**config.mk**
```make
export PLATFORM = sky130hd
export DESIGN_NAME = pca_unit
export DESIGN_NICKNAME = d
export VERILOG_FILES = /design/src/rtl/pca_pkg.sv /design/src/rtl/pca_timebase.sv /design/src/rtl/pca_channel.sv /design/src/rtl/pca_unit.sv
export SDC_FILE = /design/constraint.sdc
export NUM_CORES = 1
export LEC_CHECK = 0
export ABC_AREA = 0
export CAP_MARGIN = 25
export CELL_PAD_IN_SITES_DETAIL_PLACEMENT = 1
export CELL_PAD_IN_SITES_GLOBAL_PLACEMENT = 1
export CORE_MARGIN = 4
export CORE_UTILIZATION = 52
export CTS_BUF_LIST = sky130_fd_sc_hd__clkbuf_8
export CTS_CLUSTER_DIAMETER = 30
export CTS_CLUSTER_SIZE = 30
export DETAILED_ROUTE_END_ITERATION = 8
export HOLD_SLACK_MARGIN = 0.1
export PLACE_DENSITY = 0.86
export RECOVER_POWER = 100
export SYNTH_ARGS = -nofsm -noshare
export SYNTH_HDL_FRONTEND = slang
export SYNTH_SLANG_ARGS = --single-unit
```
**constraint.sdc**
```tcl
create_clock -name clk -period 6.05 [get_ports clk]
set_input_delay 1.21 -clock clk [delete_from_list [all_inputs] [get_ports clk]]
set_output_delay 1.21 -clock clk [all_outputs]
set_load 0.02 [all_outputs]
```
**src/rtl/pca_pkg.sv**
```systemverilog
package pca_pkg;

    localparam int MODE_W    = 7;
    localparam int MB_CMP    = 0;
    localparam int MB_RISE   = 1;
    localparam int MB_FALL   = 2;
    localparam int MB_MATCH  = 3;
    localparam int MB_TOGGLE = 4;
    localparam int MB_PWM    = 5;
    localparam int MB_IRQ    = 6;

    typedef enum logic [2:0] {
        CH_OFF,
        CH_CAPTURE,
        CH_TIMER,
        CH_TOGGLE,
        CH_PWM
    } ch_state_e;

    // priority: pwm, toggle, timer, capture, off
    function automatic ch_state_e decode_mode(input logic [MODE_W-1:0] m);
        if (m[MB_CMP] && m[MB_PWM])         return CH_PWM;
        else if (m[MB_CMP] && m[MB_TOGGLE]) return CH_TOGGLE;
        else if (m[MB_CMP] && m[MB_MATCH])  return CH_TIMER;
        else if (m[MB_RISE] || m[MB_FALL])  return CH_CAPTURE;
        else                                return CH_OFF;
    endfunction

endpackage

```
**src/rtl/pca_timebase.sv**
```systemverilog
module pca_timebase #(
    parameter int BYTE_W = 8,
    localparam int CNT_W = 2 * BYTE_W
) (
    input  logic              clk,
    input  logic              rst_n,
    input  logic              tick,
    input  logic              idle,
    input  logic              cfg_wr,
    input  logic              ctl_wr,
    input  logic              lo_wr,
    input  logic              hi_wr,
    input  logic [BYTE_W-1:0] wdata,
    output logic [CNT_W-1:0]  cnt_q,
    output logic [CNT_W-1:0]  cnt_nx,
    output logic              inc,
    output logic              run_q,
    output logic              ovf_q,
    output logic              stop_idle_q,
    output logic              ovf_ie_q
);

    logic step;
    logic sw_cnt;
    logic wrap;

    always_comb begin
        step   = run_q && tick && !(idle && stop_idle_q);
        sw_cnt = lo_wr || hi_wr;
        inc    = step && !sw_cnt;
        cnt_nx = cnt_q + 1'b1;
        wrap   = inc && (cnt_q == '1);
    end

    always_ff @(posedge clk or negedge rst_n) begin
        if (!rst_n) begin
            cnt_q <= '0;
        end else if (sw_cnt) begin
            if (lo_wr) cnt_q[BYTE_W-1:0]     <= wdata;
            if (hi_wr) cnt_q[CNT_W-1:BYTE_W] <= wdata;
        end else if (inc) begin
            cnt_q <= cnt_nx;
        end
    end

    always_ff @(posedge clk or negedge rst_n) begin
        if (!rst_n) begin
            run_q       <= 1'b0;
            ovf_q       <= 1'b0;
            stop_idle_q <= 1'b0;
            ovf_ie_q    <= 1'b0;
        end else begin
            if (cfg_wr) begin
                stop_idle_q <= wdata[BYTE_W-1];
                ovf_ie_q    <= wdata[0];
            end
            if (ctl_wr) begin
                run_q <= wdata[BYTE_W-2];
                ovf_q <= wdata[BYTE_W-1];
            end
            if (wrap) ovf_q <= 1'b1;
        end
    end

    AST_NO_TICK_HOLD: assert property (@(posedge clk) disable iff (!rst_n)
        (!tick && !lo_wr && !hi_wr) |=> $stable(cnt_q));

    AST_IDLE_HOLD: assert property (@(posedge clk) disable iff (!rst_n)
        (idle && stop_idle_q && !lo_wr && !hi_wr) |=> $stable(cnt_q));

    AST_WRAP_SETS_FLAG: assert property (@(posedge clk) disable iff (!rst_n)
        (inc && cnt_q == '1) |=> (ovf_q && cnt_q == '0));

endmodule

```
**src/rtl/pca_channel.sv**
```systemverilog
module pca_channel
    import pca_pkg::*;
#(
    parameter int BYTE_W = 8,
    localparam int CNT_W = 2 * BYTE_W
) (
    input  logic              clk,
    input  logic              rst_n,
    input  logic [CNT_W-1:0]  cnt_q,
    input  logic [CNT_W-1:0]  cnt_nx,
    input  logic              inc,
    input  logic              mode_wr,
    input  logic              lo_wr,
    input  logic              hi_wr,
    input  logic              flag_wr,
    input  logic [BYTE_W-1:0] wdata,
    input  logic              flag_wdata,
    input  logic              pin_in,
    output logic [MODE_W-1:0] mode_q,
    output logic [CNT_W-1:0]  cap_q,
    output logic              flag_q,
    output logic              pin_out,
    output logic              irq_req
);

    ch_state_e state_q;
    logic      pin_prev;
    logic      hso_q;
    logic      hit;
    logic      cap_evt;
    logic      match_evt;
    logic      flip;
    logic      roll;
    logic      pwm_lvl;

    // state register: every mode write is a transition
    always_ff @(posedge clk or negedge rst_n) begin
        if (!rst_n) begin
            state_q <= CH_OFF;
            mode_q  <= '0;
        end else if (mode_wr) begin
            state_q <= decode_mode(wdata[MODE_W-1:0]);
            mode_q  <= wdata[MODE_W-1:0];
        end
    end

    // outputs of the state machine
    always_comb begin
        hit       = inc && (cnt_nx == cap_q);
        pwm_lvl   = (cnt_q[BYTE_W-1:0] >= cap_q[BYTE_W-1:0]);
        cap_evt   = 1'b0;
        match_evt = 1'b0;
        flip      = 1'b0;
        roll      = 1'b0;
        pin_out   = hso_q;
        unique case (state_q)
            CH_OFF: ;
            CH_CAPTURE: begin
                cap_evt = (mode_q[MB_RISE] && pin_in && !pin_prev) ||
                          (mode_q[MB_FALL] && !pin_in && pin_prev);
            end
            CH_TIMER: begin
                match_evt = hit;
            end
            CH_TOGGLE: begin
                match_evt = hit;
                flip      = hit;
            end
            CH_PWM: begin
                roll    = inc && (cnt_q[BYTE_W-1:0] == '1);
                pin_out = pwm_lvl;
            end
            default: ;
        endcase
        irq_req = flag_q && mode_q[MB_IRQ];
    end

    always_ff @(posedge clk or negedge rst_n) begin
        if (!rst_n) begin
            pin_prev <= 1'b0;
            hso_q    <= 1'b0;
            flag_q   <= 1'b0;
        end else begin
            pin_prev <= pin_in;
            if (flip) hso_q <= !hso_q;
            if (flag_wr) flag_q <= flag_wdata;
            if (cap_evt || match_evt) flag_q <= 1'b1;
        end
    end

    always_ff @(posedge clk or negedge rst_n) begin
        if (!rst_n) begin
            cap_q <= '0;
        end else if (cap_evt) begin
            cap_q <= cnt_q;
        end else begin
            if (roll)       cap_q[BYTE_W-1:0] <= cap_q[CNT_W-1:BYTE_W];
            else if (lo_wr) cap_q[BYTE_W-1:0] <= wdata;
            if (hi_wr)      cap_q[CNT_W-1:BYTE_W] <= wdata;
        end
    end

    AST_CAPTURE_LATCH: assert property (@(posedge clk) disable iff (!rst_n)
        cap_evt |=> (flag_q && cap_q == $past(cnt_q)));

    AST_MATCH_FLAG: assert property (@(posedge clk) disable iff (!rst_n)
        (state_q == CH_TIMER && inc && cnt_nx == cap_q) |=> flag_q);

    AST_TOGGLE_FLIP: assert property (@(posedge clk) disable iff (!rst_n)
        (state_q == CH_TOGGLE && hit) |=> (hso_q != $past(hso_q)));

    AST_DUTY_HOLD: assert property (@(posedge clk) disable iff (!rst_n)
        (state_q == CH_PWM && !inc && !lo_wr) |=> $stable(cap_q[BYTE_W-1:0]));

endmodule

```
**src/rtl/pca_unit.sv**
```systemverilog
module pca_unit
    import pca_pkg::*;
#(
    parameter int NUM_MOD = 2,
    parameter int BYTE_W  = 8,
    parameter int ADDR_W  = 4
) (
    input  logic               clk,
    input  logic               rst_n,
    input  logic               tick,
    input  logic               idle,
    input  logic               reg_wr,
    input  logic [ADDR_W-1:0]  reg_addr,
    input  logic [BYTE_W-1:0]  reg_wdata,
    input  logic [ADDR_W-1:0]  rd_addr,
    output logic [BYTE_W-1:0]  rd_data,
    input  logic [NUM_MOD-1:0] cex_in,
    output logic [NUM_MOD-1:0] cex_out,
    output logic               irq
);

    localparam int CNT_W     = 2 * BYTE_W;
    localparam int A_CFG     = 0;
    localparam int A_CTL     = 1;
    localparam int A_CLO     = 2;
    localparam int A_CHI     = 3;
    localparam int CH_BASE   = 4;
    localparam int CH_STRIDE = 4;
    localparam int OFF_MODE  = 0;
    localparam int OFF_LO    = 1;
    localparam int OFF_HI    = 2;

    function automatic logic [ADDR_W-1:0] ch_addr(input int idx, input int off);
        return ADDR_W'(CH_BASE + idx * CH_STRIDE + off);
    endfunction

    logic [CNT_W-1:0]   cnt_q;
    logic [CNT_W-1:0]   cnt_nx;
    logic               inc;
    logic               run_q;
    logic               ovf_q;
    logic               stop_idle_q;
    logic               ovf_ie_q;
    logic               ctl_wr;

    logic [MODE_W-1:0]  mode_a [NUM_MOD];
    logic [CNT_W-1:0]   cap_a  [NUM_MOD];
    logic [NUM_MOD-1:0] flag_v;
    logic [NUM_MOD-1:0] irq_v;

    assign ctl_wr = reg_wr && (reg_addr == ADDR_W'(A_CTL));

    pca_timebase #(.BYTE_W(BYTE_W)) i_timebase (
        .clk         (clk),
        .rst_n       (rst_n),
        .tick        (tick),
        .idle        (idle),
        .cfg_wr      (reg_wr && (reg_addr == ADDR_W'(A_CFG))),
        .ctl_wr      (ctl_wr),
        .lo_wr       (reg_wr && (reg_addr == ADDR_W'(A_CLO))),
        .hi_wr       (reg_wr && (reg_addr == ADDR_W'(A_CHI))),
        .wdata       (reg_wdata),
        .cnt_q       (cnt_q),
        .cnt_nx      (cnt_nx),
        .inc         (inc),
        .run_q       (run_q),
        .ovf_q       (ovf_q),
        .stop_idle_q (stop_idle_q),
        .ovf_ie_q    (ovf_ie_q)
    );

    for (genvar g = 0; g < NUM_MOD; g++) begin : g_ch
        pca_channel #(.BYTE_W(BYTE_W)) i_channel (
            .clk        (clk),
            .rst_n      (rst_n),
            .cnt_q      (cnt_q),
            .cnt_nx     (cnt_nx),
            .inc        (inc),
            .mode_wr    (reg_wr && (reg_addr == ch_addr(g, OFF_MODE))),
            .lo_wr      (reg_wr && (reg_addr == ch_addr(g, OFF_LO))),
            .hi_wr      (reg_wr && (reg_addr == ch_addr(g, OFF_HI))),
            .flag_wr    (ctl_wr),
            .wdata      (reg_wdata),
            .flag_wdata (reg_wdata[g]),
            .pin_in     (cex_in[g]),
            .mode_q     (mode_a[g]),
            .cap_q      (cap_a[g]),
            .flag_q     (flag_v[g]),
            .pin_out    (cex_out[g]),
            .irq_req    (irq_v[g])
        );
    end

    always_comb begin
        rd_data = '0;
        if (rd_addr == ADDR_W'(A_CFG)) begin
            rd_data[BYTE_W-1] = stop_idle_q;
            rd_data[0]        = ovf_ie_q;
        end else if (rd_addr == ADDR_W'(A_CTL)) begin
            rd_data[BYTE_W-1]    = ovf_q;
            rd_data[BYTE_W-2]    = run_q;
            rd_data[NUM_MOD-1:0] = flag_v;
        end else if (rd_addr == ADDR_W'(A_CLO)) begin
            rd_data = cnt_q[BYTE_W-1:0];
        end else if (rd_addr == ADDR_W'(A_CHI)) begin
            rd_data = cnt_q[CNT_W-1:BYTE_W];
        end
        for (int i = 0; i < NUM_MOD; i++) begin
            if (rd_addr == ch_addr(i, OFF_MODE)) rd_data = BYTE_W'(mode_a[i]);
            if (rd_addr == ch_addr(i, OFF_LO))   rd_data = cap_a[i][BYTE_W-1:0];
            if (rd_addr == ch_addr(i, OFF_HI))   rd_data = cap_a[i][CNT_W-1:BYTE_W];
        end
    end

    assign irq = (ovf_q && ovf_ie_q) || (|irq_v);

    AST_IRQ_SOURCE: assert property (@(posedge clk) disable iff (!rst_n)
        irq |-> ((ovf_q && ovf_ie_q) || (|(flag_v & irq_v))));

endmodule

```
==> reports/results.tsv, run 1 <==
metric	value	unit
status	finished, violations left	
drt via density	6.931	
Antenna Nets Post-Route	0	
CTS tree	yes	
Initial DRC Count	652	
crit path launch type	input port	
register area share after synthesis	32.53	%
Placed Area	0.006325	mm^2
layout cells sized above 1	9.714	%
Async SR Flop Fraction	100.0	%
Placer Congestion	0.9585	
Netlist Area Pre-Place	0.006000	mm^2
via count	5829	
# hold bufs at CTS	0	
vias in the first global route	5875	
CP endpoint kind	output port	
Core ar.	0.01108	mm^2
root buf cell	clkbuf_8	
total CTS buffers	9	
Reg2Reg Setup Slack	2.31	ns
type of the most critical hold path	register to register	
Netlist cell types	69	
clock latency on the worst-skew pair	0.40	ns
Initial Utilization	54.16	%
Worst setup startpoint	rd_addr[0]	
H-tree depth	3	
Primary FF master, synth	dfrtp_1	
num rows	38	
setup_tns	0	ns
total gr overflow	0	
Critical Path RT	4.84	ns
chip height	115.4	um
post-CTS setup buffers	0	
Area Overhead vs Synth	8.530	%
Pre-antenna DRT Iters	7	
RSZ-0062 raised after global routing	false	
Synth Instances	697	
fmax	182.8	MHz
min cycle time layout	5.472	ns
die area	0.01332	mm^2
critical path arrival	4.26	ns
initial antenna violation count	0	
RR Endpoint	g_ch[1].i_channel.hso_q	
DRC	0	
Post-Route WL	23.47	mm
clock slew at reported path FFs	0.09	ns
Boundary Pins	34	
Max Cap Viol	2	
RR Startpoint	i_timebase.cnt_q[1]	
number of synthesized register bits	78	
clk_skew	0.01199	ns
Final Hold Fails	0	
GR Util All Layers	36.40	%
Worst Path Max Fanout	16	
Post-Syn Nets	737	
pins over their slew limit	105	
power consumption	2.835	mW
I/O Buffers	33	
CTS max path bufs	2	
leakage power	2.759	nW
PwrDens	435.4	mW/mm^2
post-CTS sizing	0	
first-pass GRT wire length	35.64	mm
# setup viols final	0	
die width	115.4	um
Final Cycle Share	90.44	%
failing checks	max-capacitance violations, max-slew violations	
clock sink total	78	
Placement Setup Slack	1.020	ns
Yosys warning count	0	
Final Instance Area	0.006511	mm^2
pin slew with the least headroom to its limit	4.078	ns
worst setup path endpoint	rd_data[1]	
DR WL/cell	27.90	um
max_slew headroom	-171.9	%
Peak VDD IR	0.3275	mV
largest net degree at the start of global routing	79	
Syn Area/Cell	8.608	um^2
worst reg-to-reg path cell count	8	
CP Class	input port to output port	
hpwl dp	16.76	mm
Net count, final	735	
PnR worst setup slack	0.5783	ns
number of flops mapped to enable cells by yosys	0	
-- sequential cells by signal, summed over array words and instances (netlist names) --
| name | count |
|---|---|
| g_ch.i_channel.pin_prev | 2 |
| i_timebase.run_q | 1 |
| g_ch.i_channel.state_q | 6 |
| g_ch.i_channel.hso_q | 2 |
| g_ch.i_channel.flag_q | 2 |
| g_ch.i_channel.mode_q | 14 |
| i_timebase.stop_idle_q | 1 |
| i_timebase.ovf_q | 1 |
| i_timebase.cnt_q | 16 |
| g_ch.i_channel.cap_q | 32 |
| i_timebase.ovf_ie_q | 1 |
-- power breakdown --
| part | leakage, nW | switching, mW | internal (mW) | total (mW) |
|---|---|---|---|---|
| combinational | 1.71 | 0.653 | 0.579 | 1.23 |
| clock | 0.0870 | 0.237 | 0.154 | 0.391 |
| sequential | 0.960 | 0.511 | 0.701 | 1.21 |
-- layout by cell type (no fill, tap or decap), types with 10 or more instances in the layout --
cell type and n:
o21ai_0 67, nand2_1 82, ha_1 17, clkdlybuf4s50_1 17
inv_1 27, xor2_1 10, nand2b_1 14, dlygate4sd3_1 15
a21o_1 10, nor2_1 40, dfrtp_1 78, mux2i_1 41
xnor2_1 18, nor3_1 10, mux2_2 37, nand3_1 20
a21oi_1 36
-- synth_stat cells, drive strengths merged (14+ instances only) --
cell type / number / share of area, %
o21ai: 67 / 5.6
buf: 15 / 1.3
ha: 17 / 3.5
mux2: 38 / 7.1
nand2b: 14 / 1.5
clkbuf: 39 / 2.4
nand3: 20 / 1.7
inv: 27 / 1.7
nand2: 82 / 5.1
a21oi: 36 / 3.0
mux2i: 41 / 6.8
dfrtp: 78 / 33
nor2: 40 / 2.5
xnor2: 18 / 2.6
-- worst max-delay path, stage by stage --
cell and delay [ns]:
dlygate4sd3_1 0.98, clkbuf_1 0.53, a22o_1 0.24, nand2_1 0.06, o21ai_0 0.17, a21oi_1 0.06
o21ai_0 0.20, a221o_1 0.13, dlygate4sd3_1 0.67
-- worst min path at each step --
stage | start | to | slack [ns] | depth (start not counted)
final | g_ch[0].i_channel.hso_q | g_ch[0].i_channel.hso_q | 0.49 | 1
after global routing | g_ch[0].i_channel.hso_q | g_ch[0].i_channel.hso_q | 0.53 | 1
after CTS | g_ch[0].i_channel.hso_q | g_ch[0].i_channel.hso_q | 0.49 | 1
after detailed placement | g_ch[0].i_channel.hso_q | g_ch[0].i_channel.hso_q | 0.47 | 1
after global placement | g_ch[0].i_channel.hso_q | g_ch[0].i_channel.hso_q | 0.46 | 1
after floorplan | g_ch[1].i_channel.hso_q | g_ch[1].i_channel.hso_q | 0.44 | 1
-- cells by family after synthesis --
kind of cell / synth area share (%)
fa+ha+maj: 3.545
buf+inv: 5.381
mux: 14.72
xor+xnor: 4.463
flops: 32.53
compound gates: 19.08
simple gates: 20.27
-- layer usage --
| layer | GRT usage, % | routed length (um) | up-vias |
|---|---|---|---|
| met5 | 0 | 0 | - |
| li1 | - | - | 2508 |
| met1 | 50.02 | 9783 | 2922 |
| met4 | 15.18 | 975 | 0 |
| met3 | 8.198 | 2104 | 68 |
| met2 | 55.59 | 10600 | 331 |
-- area by class of cell --
type / count / area, um^2
fill: 1316 / 4567
multi-input combinational: 538 / 3716
sequential: 78 / 1952
timing repair buffer: 41 / 385.4
tap: 140 / 175.2
clock buffer: 9 / 123.9
inverter: 27 / 101.3
clock inverter: 7 / 55.05
antenna: 1 / 2.502
-- stage by stage --
step	hold slack, ns	utilization [%]	instances
final	0.4896	58.78	841
after floorplan	0.4410	-	697
after CTS	0.4868	58.71	837
after detailed placement	0.4718	57.09	821
after global routing	0.5258	58.75	840
after global placement	0.4626	57.09	821
No activity file was read; power rests on OpenSTA's default activity.
==> run 2, diff against run 1 <==
- ABC_CLOCK_PERIOD_IN_PS: unset -> 6050
==> results of run 2 <==
The final DEF is identical to that of run 1; final timing and power are the same.
